File: config.mk
export PLATFORM = sky130hd
export DESIGN_NAME = i2cx_target
export DESIGN_NICKNAME = d
export VERILOG_FILES = /design/src/rtl/i2cx_pkg.sv /design/src/rtl/i2cx_line_sync.sv /design/src/rtl/i2cx_link.sv /design/src/rtl/i2cx_regs.sv /design/src/rtl/i2cx_target.sv
export SDC_FILE = /design/constraint.sdc
export NUM_CORES = 1
export LEC_CHECK = 0
export CAP_MARGIN = 30
export CORE_ASPECT_RATIO = 1.4
export CORE_MARGIN = 1
export CORE_UTILIZATION = 51
export CTS_CLUSTER_SIZE = 40
export DETAILED_ROUTE_END_ITERATION = 12
export MAX_ROUTING_LAYER = met4
export PLACE_DENSITY = 0.73
export SKIP_CTS_REPAIR_TIMING = 1
export SYNTH_ARGS = -nofsm -noshare
export SYNTH_HDL_FRONTEND = slang
export SYNTH_HIERARCHICAL = 1
export SYNTH_SLANG_ARGS = --single-unit
File: constraint.sdc
create_clock -name clk -period 2.4 [get_ports clk]
set_clock_uncertainty 0.1 [all_clocks]
set_input_delay 0.48 -clock clk [delete_from_list [all_inputs] [get_ports clk]]
set_output_delay 0.48 -clock clk [all_outputs]
set_load 0.005 [all_outputs]
File: src/rtl/i2cx_pkg.sv
package i2cx_pkg;

  // Link-layer protocol phases
  typedef enum logic [3:0] {
    ST_IDLE,
    ST_ADDR,
    ST_ADDR_ACK,
    ST_CMD,
    ST_CMD_ACK,
    ST_WDAT,
    ST_WDAT_ACK,
    ST_RDAT,
    ST_RACK,
    ST_SKIP
  } link_state_e;

  localparam int unsigned NUM_REGS  = 4;
  localparam int unsigned SEL_W     = $clog2(NUM_REGS);

  // Register pointer encodings (the command byte value)
  localparam logic [SEL_W-1:0] SEL_IN  = 2'd0;
  localparam logic [SEL_W-1:0] SEL_OUT = 2'd1;
  localparam logic [SEL_W-1:0] SEL_POL = 2'd2;
  localparam logic [SEL_W-1:0] SEL_CFG = 2'd3;

endpackage

File: src/rtl/i2cx_line_sync.sv
module i2cx_line_sync #(
  parameter int unsigned STAGES = 2
) (
  input  logic clk,
  input  logic rst_n,
  input  logic scl_i,
  input  logic sda_i,
  output logic sda_q,
  output logic scl_rise,
  output logic scl_fall,
  output logic start_ev,
  output logic stop_ev
);

  localparam int unsigned LAST = STAGES - 1;

  logic [LAST:0] scl_pipe;
  logic [LAST:0] sda_pipe;
  logic          scl_prev;
  logic          sda_prev;
  logic          scl_q;

  // Idle bus is high on both lines, so the pipes reset to ones
  always_ff @(posedge clk or negedge rst_n) begin
    if (!rst_n) begin
      scl_pipe <= '1;
      sda_pipe <= '1;
      scl_prev <= 1'b1;
      sda_prev <= 1'b1;
    end else begin
      scl_pipe <= {scl_pipe[LAST-1:0], scl_i};
      sda_pipe <= {sda_pipe[LAST-1:0], sda_i};
      scl_prev <= scl_pipe[LAST];
      sda_prev <= sda_pipe[LAST];
    end
  end

  assign scl_q    = scl_pipe[LAST];
  assign sda_q    = sda_pipe[LAST];
  assign scl_rise = scl_q & ~scl_prev;
  assign scl_fall = ~scl_q & scl_prev;
  // An SDA edge is a bus condition only when SCL is steady high
  assign start_ev = scl_q & scl_prev & sda_prev & ~sda_q;
  assign stop_ev  = scl_q & scl_prev & ~sda_prev & sda_q;

endmodule

File: src/rtl/i2cx_link.sv
module i2cx_link
  import i2cx_pkg::*;
#(
  parameter int unsigned DW       = 8,
  parameter int unsigned PREFIX_W = 4,
  parameter int unsigned PIN_W    = 3,
  parameter logic [PREFIX_W-1:0] ADDR_PREFIX = 4'b0100
) (
  input  logic             clk,
  input  logic             rst_n,
  input  logic             sda_q,
  input  logic             scl_rise,
  input  logic             scl_fall,
  input  logic             start_ev,
  input  logic             stop_ev,
  input  logic [PIN_W-1:0] addr_pins,
  input  logic [DW-1:0]    rd_data,
  output logic             sda_oe,
  output logic             busy,
  output logic [SEL_W-1:0] sel,
  output logic             wr_en,
  output logic [DW-1:0]    wr_data,
  output logic             cap_en
);

  localparam int unsigned DEV_W = PREFIX_W + PIN_W;
  localparam int unsigned CNT_W = $clog2(DW + 1);
  localparam logic [CNT_W-1:0] FULL = CNT_W'(DW);

  link_state_e      state;
  logic [CNT_W-1:0] cnt;
  logic [DW-1:0]    rx_sh;
  logic [DW-1:0]    tx_sh;
  logic             rnw;
  logic             rack_ok;
  logic [DEV_W-1:0] my_addr;

  assign my_addr = {ADDR_PREFIX, addr_pins};

  // Pin capture at the rising edge of an acknowledge clock
  assign cap_en = scl_rise & ((state == ST_ADDR_ACK) | (state == ST_RACK));

  always_ff @(posedge clk or negedge rst_n) begin
    if (!rst_n) begin
      state   <= ST_IDLE;
      cnt     <= '0;
      rx_sh   <= '0;
      tx_sh   <= '0;
      rnw     <= 1'b0;
      rack_ok <= 1'b0;
      sda_oe  <= 1'b0;
      busy    <= 1'b0;
      sel     <= SEL_IN;
      wr_en   <= 1'b0;
      wr_data <= '0;
    end else begin
      wr_en <= 1'b0;
      if (start_ev) begin
        state  <= ST_ADDR;
        cnt    <= '0;
        sda_oe <= 1'b0;
        busy   <= 1'b1;
      end else if (stop_ev) begin
        state  <= ST_IDLE;
        cnt    <= '0;
        sda_oe <= 1'b0;
        busy   <= 1'b0;
      end else begin
        unique case (state)
          ST_ADDR, ST_CMD, ST_WDAT: begin
            if (scl_rise) begin
              rx_sh <= {rx_sh[DW-2:0], sda_q};
              cnt   <= cnt + 1'b1;
            end else if (scl_fall && cnt == FULL) begin
              if (state == ST_ADDR) begin
                if (rx_sh[DW-1 -: DEV_W] == my_addr) begin
                  rnw    <= rx_sh[0];
                  sda_oe <= 1'b1;
                  state  <= ST_ADDR_ACK;
                end else begin
                  state <= ST_SKIP;
                end
              end else if (state == ST_CMD) begin
                if (rx_sh < DW'(NUM_REGS)) begin
                  sel    <= rx_sh[SEL_W-1:0];
                  sda_oe <= 1'b1;
                  state  <= ST_CMD_ACK;
                end else begin
                  state <= ST_SKIP;
                end
              end else begin
                wr_en   <= 1'b1;
                wr_data <= rx_sh;
                sda_oe  <= 1'b1;
                state   <= ST_WDAT_ACK;
              end
            end
          end
          ST_ADDR_ACK: begin
            if (scl_fall) begin
              if (rnw) begin
                tx_sh  <= rd_data;
                sda_oe <= ~rd_data[DW-1];
                cnt    <= CNT_W'(1);
                state  <= ST_RDAT;
              end else begin
                sda_oe <= 1'b0;
                cnt    <= '0;
                state  <= ST_CMD;
              end
            end
          end
          ST_CMD_ACK, ST_WDAT_ACK: begin
            if (scl_fall) begin
              sda_oe <= 1'b0;
              cnt    <= '0;
              state  <= ST_WDAT;
            end
          end
          ST_RDAT: begin
            if (scl_fall) begin
              if (cnt == FULL) begin
                sda_oe <= 1'b0;
                state  <= ST_RACK;
              end else begin
                tx_sh  <= {tx_sh[DW-2:0], 1'b0};
                sda_oe <= ~tx_sh[DW-2];
                cnt    <= cnt + 1'b1;
              end
            end
          end
          ST_RACK: begin
            if (scl_rise) begin
              rack_ok <= ~sda_q;
            end else if (scl_fall) begin
              if (rack_ok) begin
                tx_sh  <= rd_data;
                sda_oe <= ~rd_data[DW-1];
                cnt    <= CNT_W'(1);
                state  <= ST_RDAT;
              end else begin
                sda_oe <= 1'b0;
                state  <= ST_SKIP;
              end
            end
          end
          default: ;
        endcase
      end
    end
  end

endmodule

File: src/rtl/i2cx_regs.sv
module i2cx_regs
  import i2cx_pkg::*;
#(
  parameter int unsigned DW = 8,
  parameter logic [NUM_REGS*DW-1:0] RST_VALS = '0
) (
  input  logic             clk,
  input  logic             rst_n,
  input  logic             wr_en,
  input  logic [SEL_W-1:0] sel,
  input  logic [DW-1:0]    wr_data,
  input  logic             cap_en,
  input  logic [DW-1:0]    port_in,
  output logic [DW-1:0]    rd_data,
  output logic [DW-1:0]    out_q,
  output logic [DW-1:0]    pol_q,
  output logic [DW-1:0]    cfg_q
);

  logic [DW-1:0] bank_q [1:NUM_REGS-1];
  logic [DW-1:0] pin_cap;

  // Writable registers; slot 0 (input view) has no storage to write
  for (genvar g = 1; g < NUM_REGS; g++) begin : g_bank
    always_ff @(posedge clk or negedge rst_n) begin
      if (!rst_n) begin
        bank_q[g] <= RST_VALS[g*DW +: DW];
      end else if (wr_en && sel == SEL_W'(g)) begin
        bank_q[g] <= wr_data;
      end
    end
  end

  always_ff @(posedge clk or negedge rst_n) begin
    if (!rst_n) begin
      pin_cap <= '0;
    end else if (cap_en) begin
      pin_cap <= port_in;
    end
  end

  assign out_q = bank_q[SEL_OUT];
  assign pol_q = bank_q[SEL_POL];
  assign cfg_q = bank_q[SEL_CFG];

  always_comb begin
    unique case (sel)
      SEL_IN:  rd_data = pin_cap ^ pol_q;
      SEL_OUT: rd_data = out_q;
      SEL_POL: rd_data = pol_q;
      default: rd_data = cfg_q;
    endcase
  end

endmodule

File: src/rtl/i2cx_target.sv
module i2cx_target
  import i2cx_pkg::*;
#(
  parameter int unsigned DATA_W      = 8,
  parameter int unsigned PIN_W       = 3,
  parameter int unsigned PREFIX_W    = 4,
  parameter logic [PREFIX_W-1:0] ADDR_PREFIX = 4'b0100,
  parameter int unsigned SYNC_STAGES = 2,
  parameter logic [DATA_W-1:0] OUT_RST = 8'hFF,
  parameter logic [DATA_W-1:0] POL_RST = 8'h00,
  parameter logic [DATA_W-1:0] CFG_RST = 8'hFF
) (
  input  logic              clk,
  input  logic              rst_n,
  input  logic              scl_i,
  input  logic              sda_i,
  output logic              sda_oe,
  input  logic [PIN_W-1:0]  addr_pins,
  input  logic [DATA_W-1:0] port_in,
  output logic [DATA_W-1:0] out_q,
  output logic [DATA_W-1:0] pol_q,
  output logic [DATA_W-1:0] cfg_q,
  output logic              bus_busy
);

  localparam logic [NUM_REGS*DATA_W-1:0] RST_VALS =
    {CFG_RST, POL_RST, OUT_RST, {DATA_W{1'b0}}};

  logic              sda_q;
  logic              scl_rise;
  logic              scl_fall;
  logic              start_ev;
  logic              stop_ev;
  logic [SEL_W-1:0]  sel;
  logic              wr_en;
  logic [DATA_W-1:0] wr_data;
  logic              cap_en;
  logic [DATA_W-1:0] rd_data;

  i2cx_line_sync #(.STAGES(SYNC_STAGES)) u_sync (
    .clk      (clk),
    .rst_n    (rst_n),
    .scl_i    (scl_i),
    .sda_i    (sda_i),
    .sda_q    (sda_q),
    .scl_rise (scl_rise),
    .scl_fall (scl_fall),
    .start_ev (start_ev),
    .stop_ev  (stop_ev)
  );

  i2cx_link #(
    .DW          (DATA_W),
    .PREFIX_W    (PREFIX_W),
    .PIN_W       (PIN_W),
    .ADDR_PREFIX (ADDR_PREFIX)
  ) u_link (
    .clk       (clk),
    .rst_n     (rst_n),
    .sda_q     (sda_q),
    .scl_rise  (scl_rise),
    .scl_fall  (scl_fall),
    .start_ev  (start_ev),
    .stop_ev   (stop_ev),
    .addr_pins (addr_pins),
    .rd_data   (rd_data),
    .sda_oe    (sda_oe),
    .busy      (bus_busy),
    .sel       (sel),
    .wr_en     (wr_en),
    .wr_data   (wr_data),
    .cap_en    (cap_en)
  );

  i2cx_regs #(.DW(DATA_W), .RST_VALS(RST_VALS)) u_regs (
    .clk     (clk),
    .rst_n   (rst_n),
    .wr_en   (wr_en),
    .sel     (sel),
    .wr_data (wr_data),
    .cap_en  (cap_en),
    .port_in (port_in),
    .rd_data (rd_data),
    .out_q   (out_q),
    .pol_q   (pol_q),
    .cfg_q   (cfg_q)
  );

endmodule

# [Yosys cells after proc, flatten, opt, wreduce, memory -nomap -nowiden]
# Cells that the tools add are included.
[classes] n_addsub=1 mul=0 div_mod_pow=0 magnitude_cmp=1 n_eq_ne=33 shifts=0 n_mux=64 bitwise=21 reduce_logical=19
[ops] operator="$mux 4" n=25
[ops] operator="$mux 7" n=7
[ops] operator="$pmux 4 s5" n=2
[ops] operator="$ne 4x3->1 const B" n=8
[ops] operator="$mux 1" n=26
[ops] operator="$pmux 8 s3" n=1
[ops] operator="$pmux 7 s3" n=1
[ops] operator="$reduce_and 10->1" n=2
[ops] operator="$reduce_and 9->1" n=2
[ops] operator="$eq 4x3->1 const B" n=4
[ops] operator="$reduce_and 7->1" n=2
[ops] operator="$ne 4x4->1 const B" n=3
[ops] operator="$not 1->1" n=11
[ops] operator="$ne 2x1->1 const B" n=5
[ops] operator="$and 1x1->1" n=8
[ops] operator="$eq 4x2->1 const B" n=2
[ops] operator="$eq 4x4->1 const B" n=2
[ops] operator="$lt 8x3->1 const B" n=1
[ops] operator="$reduce_and 4->1" n=2
[ops] operator="$reduce_and 8->1" n=1
[ops] operator="$xor 8x8->8" n=1
[ops] operator="$eq 7x6->1" n=1
[ops] operator="$reduce_bool 7->1" n=1
[ops] operator="$ne 6x5->1 const B" n=1
[ops] operator="other kinds (15)" n=20
[totals] ff_bits=76 latchBits=0 ramBits=0 rom_bits=0 out_inout_bits=26 wordCells=158 memories=0

# [Depth between registers and ports, before layout]
[depth] word_depth=9 mapped_depth=9 ltp_nobuf=7

# [By module]
# Netlist, hierarchy kept.
[modules_own_cells] module="i2cx_link" instances=1 cells_each=217 area_each_um2=2199.6 seq_area_each_um2=950.9
[modules_own_cells] module="i2cx_regs" instances=1 cells_each=122 area_each_um2=1631.6 seq_area_each_um2=820.8
[modules_own_cells] module="i2cx_line_sync" instances=1 cells_each=10 area_each_um2=190.2 seq_area_each_um2=157.7

# [Worst setup path after synthesis]
# No wires, ideal clock.
[synth_timing] path_kind="reg-to-reg" startpoint="register u_sync.scl_pipe[1]" endpoint="register u_link.cnt[1]" setup_ns=0.095 arrival_ns=1.940 path_slack_ns=0.265 path_stages_with_launch=8 path_buffers=1 period_less_slack_ns=2.135 cell_sequence="dfstp_2 -> nor2b_1 -> clkbuf_1 -> nor2_1 -> a221oi_1 -> o22ai_1 -> or4_1 -> o31ai_1"
[synth_lines] item="start: declaration" line="i2cx_line_sync.sv:17" rtl="logic [LAST:0] scl_pipe;"
[synth_lines] item="start signal: assignment" line="i2cx_line_sync.sv:31" rtl="scl_pipe <= {scl_pipe[LAST-1:0], scl_i};"
[synth_lines] item="$and 1x1->1 *" line="i2cx_line_sync.sv:40" rtl="assign scl_rise = scl_q & ~scl_prev;"
[synth_lines] item="via scl_rise" line="i2cx_target.sv:30" rtl="logic scl_rise;"
[synth_lines] item="$ne 4x4->1 (no line) / $ne 4x3->1 (equally long branches)"
[synth_lines] item="$reduce_and 9->1 (no line) *"
[synth_lines] item="end signal: assignment" line="i2cx_link.sv:73" rtl="cnt <= cnt + 1'b1;"
[synth_lines] item="end signal: assignment" line="i2cx_link.sv:128" rtl="cnt <= cnt + 1'b1;"
[synth_lines] item="end: declaration" line="i2cx_link.sv:31" rtl="logic [CNT_W-1:0] cnt;"
# The timed path passes the listed nets; every way through them passes the cells marked *.
# A chain may end at the register's enable or synchronous reset.

# [Final worst setup path]
[layout_timing] startpoint="register u_link.state[0]" endpoint="register u_link.state[0]"
[layout_between] elab_chain_len=8
[layout_lines] item="start: declaration" line="i2cx_link.sv:30" rtl="link_state_e state;"
[layout_lines] item="start signal: assignment" line="i2cx_link.sv:45" rtl="state <= ST_IDLE;"
[layout_lines] item="start signal: assignment" line="i2cx_link.sv:59" rtl="state <= ST_ADDR;"
[layout_lines] item="start signal: assignment" line="i2cx_link.sv:64" rtl="state <= ST_IDLE;"
[layout_lines] item="$eq 4x2->1" line="i2cx_link.sv:69, i2cx_link.sv:83"
[layout_lines] item="$mux 4" line="i2cx_link.sv:83" rtl="end else if (state == ST_CMD) begin"
[layout_lines] item="$mux 4" line="i2cx_link.sv:75" rtl="if (state == ST_ADDR) begin"
[layout_lines] item="$mux 4" line="i2cx_link.sv:74" rtl="end else if (scl_fall && cnt == FULL) begin"
[layout_lines] item="$mux 4" line="i2cx_link.sv:71" rtl="if (scl_rise) begin"
[layout_lines] item="$pmux 4 s5" line="i2cx_link.sv:69" rtl="unique case (state)"
[layout_lines] item="$mux 4" line="i2cx_link.sv:63" rtl="end else if (stop_ev) begin"
[layout_lines] item="$mux 4" line="i2cx_link.sv:58" rtl="if (start_ev) begin"
# Parallel ways exist; a longest one is shown, timed or not. The select of a mux whose other input is x is not followed.

==> reports/metrics.yaml <==
status: "completed"
wl_mm: 9.37
hold_viol: 0
root_buffer: "clkbuf_8"
antenna_found_initial: 0
fin_crit_sh_pct: 92.1
io_buffers: 40
maxCapViolCount: 0
max_stage_delay_ps: 660
route.detailed.drc: 0
synth.ff_latch_count: 76
synth_compound_area_share_pct: 13.3
routabilityCongestion: 0.902
hold_ws_ps: 21.1
first_pass_iters: 4
yosys.area_share.xor_xnor_pct: 0.653
cts_buffers: 9
placementRows: 37
die-area_um2: 8250
post_drt_wl_per_cell_um: 18.8
cp_top_family: "simple AND/OR/NAND/NOR gates"
finalCriticalPeriod_ps: 2210
critPathCaptureType: "flop"
crit_fanout: 16
yosysWarnings: 6
overflow: 0
worstSetupStartpointType: "flop"
first_iter_violations: 189
track_usage_pct: 25.1
cts.sinks: 76
finalNetCount: 414
ys_seq_area_share_pct: 48.0
syn_to_final_growth_pct: 17.5
synth_mux_area_share_pct: 18.8
cp_cell_sequence: "or4b_1 -> nor3_1 -> a21oi_1 -> nand2_1 -> mux2_1"
die_w_um: 77.0
r2r-end: "u_link/state[0]$_DFFE_PN0P_"
grt_setup_unrepaired: "no"
vias_per_cell: 6.10
synth_top_family_by_area: "multiplexers"
cts_htree_levels: 3
async_flop_share_pct: 100
p_per_area_nw_per_um2: 879
synthSimpleGateAreaFrac_pct: 14.2
cts_tree: "built"
setup_viol: 0
leakage_nw: 2.13
grt_first_pass_wirelength_mm: 15.4
setup-tns-final_ps: 0
via_count: 3042
die_h_um: 107
drv_slew: 0
antenna_left: 0
coreArea_um2: 7500
peakVddDrop_mv: 0.541
stdcell_count: 499
synth_edf_count: 0
synthesis.nets: 366
slowest_stage: "or4b_1"
synthCells: 349
io_pins: 41
rr_worst_depth: 5
syn_area_um2: 4020
hold_class: "input pin to async pin"
place_inst: 483
path_class: "flop to flop"
n_antenna_cell: 0
ys.flop_type: "dfrtp_1"
grt_max_degree: 45
insertion_delay_ps: 360
hpwl_mm: 6.71
clk_pin_slew_worst_paths_ps: 90
post_synth_num_cell_types: 61
arrival_ps: 2360
r2r-start: "u_link/state[0]$_DFFE_PN0P_"
r2r_slack_ps: 190
tightest_slew_ps: 758
cp.required_ps: 2550
max_slew_margin_pct: 49.5
cp_num_buf_inv: 0
synth-adder-area-share_pct: 0.622
grt_pass1_vias: 3142
cts_buffer_depth: 2
syn_avg_cell_area_um2: 11.5
max_freq_ghz: 0.453
drive_above_1_share_pct: 30.6
initial_core_util_pct: 53.6
## final cells by class
cell class	instances	area, um2
inverters	8	30.0
multi-input cells	243	1920
well taps	97	121
flip-flops and latches	76	1930
clock inverters	5	27.5
repair buffers	59	553
clock buffers	11	141
fillers	646	2770
## power breakdown
part           internal, W  switching (W)
clock network     0.000396       0.000472
registers          0.00152       0.000324
logic             0.000687       0.000759
total              0.00260        0.00155
## state kept, by name, summed over array words and instances (netlist names)
signal and count:
u_link/busy 1, u_link/rack_ok 1, u_sync/sda_prev 1, u_link/tx_sh 7
u_sync/scl_pipe 2, u_regs/cfg_q 8, u_link/rx_sh 8, u_regs/pol_q 8
u_link/rnw 1, u_sync/sda_pipe 2, u_link/wr_data 8, u_link/state 4
u_regs/pin_cap 8, u_sync/scl_prev 1, u_link/cnt 4, u_link/sel 2
u_link/wr_en 1, u_link/sda_oe 1, u_regs/out_q 8
## stage by stage
step	area, um2	util, %	total power, W	setup WS, ps
4_1_cts	4720	62.9	0.00417	160
3_5_place_dp	4550	60.7	0.00328	169
6_report	4730	63.0	0.00415	190
3_3_place_gp	4550	60.7	0.00325	209
5_1_grt	4730	63.0	0.00441	28.0
2_1_floorplan	4020	-	0.00282	265
## per-layer routing
| layer | track usage (%) | routed length (um) | vias to the layer above |
|---|---|---|---|
| li1 | - | - | 1402 |
| met2 | 44.8 | 5120 | 68 |
| met3 | 5.28 | 435 | 27 |
| met1 | 26.6 | 3590 | 1545 |
| met5 | - | 0 | - |
| met4 | 11.3 | 222 | 0 |
## cells in the mapped netlist, drive strengths merged (3+ instances only)
cell	number	area [um2]
or3	3	18.8
o221ai	3	26.3
a41oi	3	26.3
mux2i	7	70.1
dfrtp	54	1350
nor4b	3	41.3
a211oi	3	22.5
xnor2	3	26.3
nor3b	9	67.6
o31ai	5	37.5
nor2	20	75.1
nand3	7	47.6
clkbuf	6	22.5
nand2	13	48.8
o2111ai	3	32.5
mux2	60	687
a31oi	4	25.0
inv	8	30.0
nand4	3	18.8
buf	16	124
nor3	6	30.0
nand3b	5	62.6
dfstp	22	578
nor2b	7	43.8
o21ai	20	100
a21oi	16	80.1
a22oi	9	67.6
## worst reg2reg max path, cell delays in order, from the launching register on
cell and delay (ps):
dfrtp_1 570, or4b_1 660, nor3_1 170, a21oi_1 120, nand2_1 150, mux2_1 330
## cell usage in the layout (no fill, tap or decap), types with 3 or more instances in the layout
master,instances
o21ai_1,11
clkbuf_8,10
o221ai_1,3
or3_1,3
nor3b_1,8
nor2b_1,6
nor2_1,20
xnor2_1,3
inv_1,8
nor3_1,6
dfstp_2,22
nand3b_1,3
o31ai_1,5
clkinv_2,4
buf_4,19
clkdlybuf4s50_1,39
a41oi_1,3
a31oi_1,4
mux2_4,3
a22oi_1,9
a21oi_1,16
nand3_1,6
o21ai_0,9
a211oi_1,3
mux2i_1,7
nand2_1,13
mux2_2,54
dfrtp_1,54
nand4_1,3
mux2_1,3
## worst max-delay path by stage
stage / cells past startpoint / endpoint / start
after floorplan: 7 / u_link/cnt[1]$_DFFE_PN0P_ / u_sync/scl_pipe[1]$_DFF_PN1_
after global placement: 5 / u_link/cnt[1]$_DFFE_PN0P_ / u_link/state[1]$_DFFE_PN0P_
after detailed placement: 6 / u_link/cnt[1]$_DFFE_PN0P_ / u_sync/scl_pipe[1]$_DFF_PN1_
after CTS: 6 / u_link/cnt[1]$_DFFE_PN0P_ / u_sync/scl_pipe[1]$_DFF_PN1_
after global routing: 7 / u_link/cnt[1]$_DFFE_PN0P_ / u_link/cnt[0]$_DFFE_PN0P_
final: 5 / u_link/state[0]$_DFFE_PN0P_ / u_link/state[0]$_DFFE_PN0P_
## kinds of logic (layout without fill, tap and decap cells)
kind of cell	count (synthesis)	after routing
AO/OA/AOI/OAI	80	80
XOR/XNOR	3	3
adder cells (fa/ha/maj)	2	2
buffers and inverters	30	83
flip-flops	76	76
multiplexers	67	67
AND/OR/NAND/NOR	91	91
Power figures use the tool's default switching activity.
